--- config.mk ---
export PLATFORM = sky130hd
export DESIGN_NAME = frame_tx_replay
export DESIGN_NICKNAME = d
export VERILOG_FILES = /design/src/rtl/frame_tx_pkg.sv /design/src/rtl/replay_store.sv /design/src/rtl/stall_detect.sv /design/src/rtl/frame_pack.sv /design/src/rtl/frame_tx_replay.sv
export SDC_FILE = /design/constraint.sdc
export NUM_CORES = 1
export LEC_CHECK = 0
export ABC_CLOCK_PERIOD_IN_PS = 18000
export BUFFER_PORTS_ARGS = -buffer_cell sky130_fd_sc_hd__buf_2
export CAP_MARGIN = 20
export CELL_PAD_IN_SITES_DETAIL_PLACEMENT = 1
export CELL_PAD_IN_SITES_GLOBAL_PLACEMENT = 2
export CORE_MARGIN = 1
export CORE_UTILIZATION = 52
export DETAILED_ROUTE_END_ITERATION = 10
export GPL_ROUTABILITY_DRIVEN = 0
export MAX_ROUTING_LAYER = met4
export PLACE_DENSITY = 0.85
export RECOVER_POWER = 100
export SYNTH_ARGS = -nofsm -noshare
export SYNTH_HDL_FRONTEND = slang
export SYNTH_SLANG_ARGS = --single-unit
--- constraint.sdc ---
create_clock -name clk -period 18 [get_ports clk]
set_input_delay 3.6 -clock clk [delete_from_list [all_inputs] [get_ports clk]]
set_output_delay 3.6 -clock clk [all_outputs]
set_load 0.1 [all_outputs]
--- src/rtl/frame_tx_pkg.sv ---
package frame_tx_pkg;

    localparam int PAY_W   = 72;
    localparam int CRC_W   = 6;
    localparam int OP_W    = 8;
    localparam int FRAME_W = PAY_W + 2 + CRC_W;
    localparam logic [CRC_W-1:0] CRC_POLY = 6'h03;
    localparam logic [CRC_W-1:0] CRC_SEED = 6'h3F;

    typedef enum logic [OP_W-1:0] {
        OP_PAUSE  = 8'h00,
        OP_REPLAY = 8'h01
    } link_op_e;

    typedef enum logic [1:0] {
        RP_IDLE,
        RP_MARK,
        RP_RESEND
    } rp_state_e;

    typedef struct packed {
        logic [PAY_W-1:0] payload;
        logic             is_link;
        logic             ack;
        logic [CRC_W-1:0] crc;
    } frame_t;

    // Bit-serial CRC over payload plus the two control bits, MSB first.
    function automatic logic [CRC_W-1:0] crc_calc(input logic [PAY_W+1:0] bits);
        logic [CRC_W-1:0] c;
        logic             fb;
        c = CRC_SEED;
        for (int i = PAY_W + 1; i >= 0; i--) begin
            fb = c[CRC_W-1] ^ bits[i];
            c  = {c[CRC_W-2:0], 1'b0};
            if (fb) c = c ^ CRC_POLY;
        end
        return c;
    endfunction

    function automatic logic [PAY_W-1:0] link_word(input link_op_e op);
        return {op, {(PAY_W-OP_W){1'b0}}};
    endfunction

    function automatic frame_t make_frame(input logic [PAY_W-1:0] pay,
                                          input logic is_link,
                                          input logic ack);
        frame_t f;
        f.payload = pay;
        f.is_link = is_link;
        f.ack     = ack;
        f.crc     = crc_calc({pay, is_link, ack});
        return f;
    endfunction

endpackage

--- src/rtl/replay_store.sv ---
module replay_store
    import frame_tx_pkg::*;
#(
    parameter int DEPTH = 16,
    localparam int PTR_W = (DEPTH > 1) ? $clog2(DEPTH) : 1,
    localparam int OCC_W = $clog2(DEPTH + 1)
) (
    input  logic             clk,
    input  logic             rst,
    input  logic             push_i,
    input  logic [PAY_W-1:0] push_data_i,
    input  logic             retire_i,
    input  logic [PTR_W-1:0] rd_idx_i,
    output logic [PAY_W-1:0] rd_data_o,
    output logic [PTR_W-1:0] head_o,
    output logic [OCC_W-1:0] occ_o
);
    localparam logic [PTR_W-1:0] LAST = PTR_W'(DEPTH - 1);

    logic [PAY_W-1:0] mem [DEPTH];
    logic [PTR_W-1:0] head_q, tail_q;
    logic [OCC_W-1:0] occ_q;
    logic             do_retire;

    assign do_retire = retire_i && (occ_q != '0);

    always_ff @(posedge clk) begin
        if (push_i) mem[tail_q] <= push_data_i;
    end

    always_ff @(posedge clk) begin
        if (rst) begin
            head_q <= '0;
            tail_q <= '0;
            occ_q  <= '0;
        end else begin
            if (push_i)    tail_q <= (tail_q == LAST) ? '0 : tail_q + 1'b1;
            if (do_retire) head_q <= (head_q == LAST) ? '0 : head_q + 1'b1;
            if (push_i && !do_retire)      occ_q <= occ_q + 1'b1;
            else if (!push_i && do_retire) occ_q <= occ_q - 1'b1;
        end
    end

    assign rd_data_o = mem[rd_idx_i];
    assign head_o    = head_q;
    assign occ_o     = occ_q;
endmodule

--- src/rtl/stall_detect.sv ---
module stall_detect #(
    parameter int STALL_SLOTS = 64,
    localparam int CNT_W = $clog2(STALL_SLOTS + 1)
) (
    input  logic             clk,
    input  logic             rst,
    input  logic             busy_i,
    input  logic             ack_i,
    input  logic             hold_i,
    output logic             fire_o,
    output logic [CNT_W-1:0] cnt_o
);
    localparam logic [CNT_W-1:0] LIMIT_M1 = CNT_W'(STALL_SLOTS - 1);

    logic [CNT_W-1:0] cnt_q;
    logic             counting;

    assign counting = busy_i && !ack_i && !hold_i;
    assign fire_o   = counting && (cnt_q == LIMIT_M1);

    always_ff @(posedge clk) begin
        if (rst || !counting || fire_o) cnt_q <= '0;
        else                            cnt_q <= cnt_q + 1'b1;
    end

    assign cnt_o = cnt_q;
endmodule

--- src/rtl/frame_pack.sv ---
module frame_pack
    import frame_tx_pkg::*;
(
    input  logic [PAY_W-1:0] pay_i,
    input  logic             is_link_i,
    input  logic             ack_i,
    output frame_t           frame_o
);
    always_comb begin
        frame_o = make_frame(pay_i, is_link_i, ack_i);
    end
endmodule

--- src/rtl/frame_tx_replay.sv ---
module frame_tx_replay
    import frame_tx_pkg::*;
#(
    parameter int DEPTH       = 16,
    parameter int STALL_SLOTS = 64,
    localparam int PTR_W = (DEPTH > 1) ? $clog2(DEPTH) : 1,
    localparam int OCC_W = $clog2(DEPTH + 1),
    localparam int CNT_W = $clog2(STALL_SLOTS + 1)
) (
    input  logic               clk,
    input  logic               rst,
    input  logic               pay_valid_i,
    output logic               pay_ready_o,
    input  logic [PAY_W-1:0]   pay_data_i,
    input  logic               far_ack_i,
    input  logic               loc_ack_i,
    output logic [FRAME_W-1:0] frame_o
);
    localparam logic [OCC_W-1:0] FULL = OCC_W'(DEPTH);
    localparam logic [PTR_W-1:0] LAST = PTR_W'(DEPTH - 1);

    rp_state_e        state_q;
    logic [PTR_W-1:0] rp_q;
    logic [OCC_W-1:0] rem_q;
    frame_t           frame_q, frame_d;

    logic [PTR_W-1:0] head;
    logic [OCC_W-1:0] occ;
    logic [PAY_W-1:0] rd_data;
    logic             fire, push;
    logic [CNT_W-1:0] stall_cnt;

    logic [PAY_W-1:0] sel_pay;
    logic             sel_link;

    assign pay_ready_o = (state_q == RP_IDLE) && !fire && (occ != FULL);
    assign push        = pay_valid_i && pay_ready_o;

    replay_store #(.DEPTH(DEPTH)) u_store (
        .clk        (clk),
        .rst        (rst),
        .push_i     (push),
        .push_data_i(pay_data_i),
        .retire_i   (far_ack_i),
        .rd_idx_i   (rp_q),
        .rd_data_o  (rd_data),
        .head_o     (head),
        .occ_o      (occ)
    );

    stall_detect #(.STALL_SLOTS(STALL_SLOTS)) u_stall (
        .clk   (clk),
        .rst   (rst),
        .busy_i(occ != '0),
        .ack_i (far_ack_i),
        .hold_i(state_q != RP_IDLE),
        .fire_o(fire),
        .cnt_o (stall_cnt)
    );

    always_comb begin
        sel_pay  = link_word(OP_PAUSE);
        sel_link = 1'b1;
        case (state_q)
            RP_MARK:   sel_pay = link_word(OP_REPLAY);
            RP_RESEND: begin
                sel_pay  = rd_data;
                sel_link = 1'b0;
            end
            default: begin
                if (push) begin
                    sel_pay  = pay_data_i;
                    sel_link = 1'b0;
                end
            end
        endcase
    end

    frame_pack u_pack (
        .pay_i    (sel_pay),
        .is_link_i(sel_link),
        .ack_i    (loc_ack_i),
        .frame_o  (frame_d)
    );

    always_ff @(posedge clk) begin
        if (rst) begin
            state_q <= RP_IDLE;
            rp_q    <= '0;
            rem_q   <= '0;
            frame_q <= make_frame(link_word(OP_PAUSE), 1'b1, 1'b0);
        end else begin
            frame_q <= frame_d;
            case (state_q)
                RP_IDLE: if (fire) begin
                    state_q <= RP_MARK;
                    rp_q    <= head;
                    rem_q   <= occ;
                end
                RP_MARK: state_q <= RP_RESEND;
                default: begin
                    rp_q  <= (rp_q == LAST) ? '0 : rp_q + 1'b1;
                    rem_q <= rem_q - 1'b1;
                    if (rem_q == OCC_W'(1)) state_q <= RP_IDLE;
                end
            endcase
        end
    end

    assign frame_o = frame_q;
endmodule

Word level (Yosys, flattened, before mapping)
Memories as Yosys holds them, arrays and structs flattened. A register that Yosys moved wholly into a read port is not among the register bits.
Index checks and enable logic that the tools add are counted.
Storage, ports and cells
  bits in registers: 111
  RAM bits: 1152
  input bits: 77
  output and inout bits: 81
  logic and storage cells: 293
  memories kept: 1
Memories
  u_store.mem: depth 16, width 72, read ports 1, clocked after memory_dff 1, write ports 1, line replay_store.sv:20  | logic [PAY_W-1:0] mem [DEPTH];
Operators by class
  add/sub/neg operators: 7
  eq/ne operators: 9
  multiplexer cells: 94
  bitwise logic cells: 147
  reductions and logical operators: 24
Operator list (number)
  $mux 2: 76
  $not 2->2: 73
  $pmux 72 s2: 1
  $mux 72: 1
  $xor 1x1->1: 69
  $mux 4: 6
  $mux 5: 3
  $add 4x1->4 const B: 3
  $eq 4x4->1 const B: 3
  $pmux 5 s2: 1
  $sub 5x1->5 const B: 2
  $logic_and 1x1->1: 9
  $pmux 4 s2: 1
  $add 7x1->7 const B: 1
  $eq 7x6->1 const B: 1
  $logic_not 1->1: 6
  $add 5x1->5 const B: 1
  $eq 5x1->1 const B: 1
  $ne 5x5->1 const B: 1
  $reduce_bool 5->1: 1
  $pmux 2 s2: 1
  $reduce_and 2->1: 2
  $reduce_bool 2->1: 2
  $xor 1x1->1 const A: 4
  other kinds (9): 12

Depth between registers and ports, before layout
  word-level depth: 157
  depth in mapped cells: 22
  mapped depth without buffers: 15

Cells and area by module
A second synthesis with hierarchy kept.
Second synthesis, totals
  cells, all modules: 2441
  area total of the unflattened synthesis: 50005.5 um^2
Modules (own cells, without submodules)
  replay_store: times used 1, cells each 1863, area an instance 43829.5 um^2, seq. area each 34853.4 um^2
  frame_tx_replay: times used 1, cells each 352, area an instance 3636.0 um^2, seq. area each 1821.7 um^2
  frame_pack: times used 1, cells each 196, area an instance 2227.1 um^2, seq. area each 0.0 um^2
  stall_detect: times used 1, cells each 30, area an instance 312.8 um^2, seq. area each 140.1 um^2

Least setup slack after synthesis
No wires, ideal clock.
  path kind: input-to-reg
  start point: input far_ack_i
  end point: memory u_store.mem[3][0] (enable)
  library setup time: 590 ps
  data arrival time: 11064 ps
  required time: 17410 ps
  setup slack: 6345 ps
  stages: 8
  path buffers: 1
  cell sequence: nand4bb_1 a211oi_2 nand2b_1 a21oi_1 and2_1 clkbuf_1 nand2_1 nor3_1
Between the ends
  cells in the longest elaborated chain, start to end: 10
RTL lines
  start: declaration: line frame_tx_replay.sv:15  | input logic far_ack_i,
  $logic_not 1->1: line stall_detect.sv:18  | assign counting = busy_i && !ack_i && !hold_i;
  $logic_and 1x1->1 (2 in series): line stall_detect.sv:18
  $logic_and 1x1->1: line stall_detect.sv:19  | assign fire_o = counting && (cnt_q == LIMIT_M1);
  $logic_not 1->1: line frame_tx_replay.sv:36  | assign pay_ready_o = (state_q == RP_IDLE) && !fire && (occ != FULL);
  $logic_and 1x1->1 (2 in series): line frame_tx_replay.sv:36
  via pay_ready_o: line frame_tx_replay.sv:13  | output logic pay_ready_o,
  $logic_and 1x1->1: line frame_tx_replay.sv:37  | assign push = pay_valid_i && pay_ready_o;
  $mux 1: line replay_store.sv:28  | if (push_i) mem[tail_q] <= push_data_i;
  $mux 1 (not written as such): line replay_store.sv:28
  end: declaration: line replay_store.sv:20
The timed path passes the listed nets, and every way through them passes these cells.

Worst setup path in the final report
  start point: input far_ack_i
  end point: register frame_q (netlist bit frame_o[1])
Between the ends
  cells in the longest elaborated chain, start to end: 61
  elaborated cells on any way between the ends: 210
  those cells by class: mux: 72; bitwise: 130; reduce/logical: 8
RTL lines
  $logic_not 1->1 *: line stall_detect.sv:18
  $logic_and 1x1->1 * (2 in series): line stall_detect.sv:18
  $logic_and 1x1->1 *: line stall_detect.sv:19
  $logic_not 1->1 *: line frame_tx_replay.sv:36
  $logic_and 1x1->1 * (2 in series): line frame_tx_replay.sv:36
  $logic_and 1x1->1 *: line frame_tx_replay.sv:37
  $mux 72: line frame_tx_replay.sv:71  | if (push) begin
  $pmux 72 s2: line frame_tx_replay.sv:64  | case (state_q)
  (+43 left out)
  $xor 1x1->1: line frame_tx_pkg.sv:34  | fb = c[CRC_W-1] ^ bits[i];
  $mux 2: line frame_tx_pkg.sv:36  | if (fb) c = c ^ CRC_POLY;
  $not 2->2 (no line)
  $mux 2: line frame_tx_pkg.sv:36
  $xor 1x1->1: line frame_tx_pkg.sv:34
  $mux 2: line frame_tx_pkg.sv:36
  $not 2->2 (no line)
  $mux 2 *: line frame_tx_pkg.sv:36
  end signal: assignment: line frame_tx_replay.sv:91  | frame_q <= make_frame(link_word(OP_PAUSE), 1'b1, 1'b0);
  end signal: assignment: line frame_tx_replay.sv:93  | frame_q <= frame_d;
  end: declaration: line frame_tx_replay.sv:25  | frame_t frame_q, frame_d;
Every way passes the cells marked *; elsewhere a longest branch is shown, timed or not.
A chain may end at the register's enable or synchronous reset.

==> reports/metrics.csv <==
stage,metric,value,unit
drt,antenna violation net count after detailed routing,0,
timing,Slew Limit Fails,1338,
run,Max Cap Violations,38,
drt,Vias/cell,6.33,
global_routing,overall routing resource usage,29.0,%
power,Pleak,17.6,nW
power,Sw Share,27.9,%
yosys,synthesized netlist net count,2627,
power,Switch Pwr,0.00262,W
floorplan,initial core utilization,52.9,%
critical_path,CP max stage delay,2.02,ns
hold_path,Min-Delay Path Depth,1,
critical_path,CP dominant cell by count,xnor3_1,
timing,final period utilization,64.7,%
yosys,Syn. warnings,0,
timing,maximum clock frequency,85.9,MHz
finish,ratio of cells with drive above 1 in the final layout,18.4,%
power,sequential share of power,36.2,%
clocking,number of clock sinks,1267,
timing,WHS,0.453,ns
placed_design,Post-Place Setup Slack,8.70,ns
clocking,setup repair bufs after CTS,0,
global_routing,maximum number of pins on one net before global-route repair,116,
critical_path,Levels on crit path,16,
finish,fill count,8281,
clocking,Max Root-Sink Buffers,3,
yosys,#FFs+latches synth,1267,
clocking,CTS H-tree depth,4,
status,status,finished with violations,
yosys,register area share after synthesis,73.0,%
hold_path,worst hold-check path type,reg -> reg,
floorplan,Die Ht,314,um
global_routing,first-pass GRT wire length,197,mm
critical_path,maximum net fanout on the critical path,48,
clocking,CTS resizes,0,
global_routing,vias in the first global route,27900,
critical_path,CP Cell Sequence,clkbuf_1 -> nand4bb_1 -> a211oi_1 -> nor2_4 -> clkbuf_1 -> clkbuf_1 -> a221o_1 -> xor2_1 -> xnor3_1 -> xnor3_1 -> xnor3_1 -> xnor3_1 -> xnor3_1 -> xnor2_1 -> xnor3_1 -> nor2b_1,
floorplan,Ports,158,
timing,post-route setup slack,6.36,ns
placed_design,DP Wirelength,79.7,mm
drt,DRC errors left,0,
power,Logic pwr share,34.6,%
yosys,ys flop type,edfxtp_1,
critical_path,WP data required,18.50,ns
finish,most frequent cells in the layout,"edfxtp_1 (1152), mux4_2 (227), clkbuf_1 (217)",
finish,multi-input logic area,0.0127,mm^2
yosys,synthesized area,0.0505,mm^2
clocking,# hold bufs at CTS,0,
power,Max IR drop VDD,0.483,mV
drt,TritonRoute pass-1 iters,5,
clocking,CTS Buf Count,131,
critical_path,CP top delay family,buffers and inverters,
floorplan,# rows,113,
yosys,Post-synth EDFFs,1152,
yosys,syn_area_per_cell,19.9,um^2
global_routing,antenna violations before repair,11,
placed_design,PortBufs,157,
yosys,Post-Syn Instances,2533,
drt,DR vias,26100,
clocking,CTS tree,yes,
timing,Final setup viols,0,
yosys,ys async rst share,0,%
timing,Fin. Hold Viols,0,
timing,RSZ-0062 raised after global routing,no,
critical_path,critical path arrival,12.14,ns
finish,final core utilization,59.1,%
clocking,worst-skew pair later-pin latency,0.75,ns
finish,Area Overhead vs Synth,11.8,%
finish,"most common cell after layout, fill and taps aside",edfxtp_1,
status,failing checks,"capacitance limit, slew limit",
critical_path,Reg2Reg Depth,17,
floorplan,Die Wd,314,um
critical_path,Buf/Inv on CP,3,
timing,Setup Skew,0.0298,ns
timing,min cycle time layout,11.64,ns
power,Power Total,0.00939,W
global_routing,global route total overflow,0,
yosys,count of cell types in the netlist,73,
critical_path,Crit. End Element,flip-flop,
drt,Avg WL per Cell,33.0,um
finish,nets,2843,
power,Internal Power,0.00677,W
floorplan,core area,0.0956,mm^2
critical_path,critical path class,in -> reg,
timing,slew margin rel.,-197,%
timing,setup_tns,0,ns
floorplan,Die ar.,0.0984,mm^2
critical_path,Crit-path slowest cell,clkbuf_1,
timing,worst slew pin tran,4.45,ns
clocking,clk slew on worst S/H paths,0.06,ns
clocking,CTS root buf,clkbuf_16,
power,Power Density,166,mW/mm^2
critical_path,startpoint types,primary input,
drt,DRT iter0 DRCs,3075,
drt,Routed WL,136,mm
finish,register area,0.0369,mm^2
power,clock power share,29.2,%
[flip-flops by register name (all words and copies together), names as in the netlist, named ones only]
signal	flops
u_store.mem	1152
frame_o	80
rp_q	4
u_store.occ_o	5
state_q	2
u_store.tail_q	4
u_stall.cnt_o	7
u_store.head_o	4
rem_q	5
[routing by layer]
layer	routed length, um	vias to the layer above	part of all wire (%)	global-route usage, %
li1	-	10700	-	-
met1	54600	13900	40	38.0
met2	67500	1263	50	46.3
met3	10800	224	7.9	6.02
met4	3220	0	2.4	8.25
met5	0	-	0	-
[cell families after synthesis]
group	Yosys count	share of synthesized area [%]
flops	1267	73.0
mux	420	14.4
compound gates	253	3.82
buf+inv	148	1.95
fa+ha+maj	17	0.436
xor+xnor	140	3.65
simple gates	288	2.73
[synth_stat cells, types with 32 or more instances]
master / instances / area, um^2
mux2_2: 32 / 360
a22oi_1: 76 / 571
xor2_1: 35 / 307
xnor2_1: 55 / 482
a21oi_1: 39 / 195
nor2b_1: 39 / 244
buf_2: 39 / 195
mux2i_1: 149 / 1490
clkbuf_1: 36 / 135
dfxtp_1: 115 / 2300
nand2_1: 48 / 180
nor2_1: 111 / 417
mux4_2: 227 / 5110
edfxtp_1: 1152 / 34600
[layout make-up]
type,instances,share of cell area (%)
timing repair buffer,214,1.59
clock inverter,63,1.33
antenna,9,0.0399
clock buffer,172,6.36
inverter,17,0.113
sequential,1267,65.3
multi-input combinational,1118,22.4
tap,1265,2.80
[power by group through the flow]
stage / combinational, W / sequential (W) / clock [W]
final: 0.00325 / 0.00340 / 0.00274
after global routing: 0.00344 / 0.00341 / 0.00286
after CTS: 0.00328 / 0.00339 / 0.00277
after detailed placement: 0.00324 / 0.00345 / 0
after global placement: 0.00303 / 0.00344 / 0
after floorplan: 0.00247 / 0.00359 / 0
[per-stage QoR]
stage | instances | instance area (um^2)
2_1_floorplan | 2533 | 50500
3_3_place_gp | 3880 | 52600
3_5_place_dp | 3880 | 52600
4_1_cts | 4115 | 56900
5_1_grt | 4121 | 56500
6_report | 4125 | 56500
[final timing paths]
| path | startpoint | end | slack (ns) |
|---|---|---|---|
| max | far_ack_i | frame_o[1] | 6.36 |
| min | u_stall.cnt_o[0] | u_stall.cnt_o[0] | 0.45 |
| max reg2reg | state_q[1] | frame_o[1] | 8.23 |
| min reg2reg | u_stall.cnt_o[0] | u_stall.cnt_o[0] | 0.45 |
Note: power is estimated with default switching activity, not from simulation.
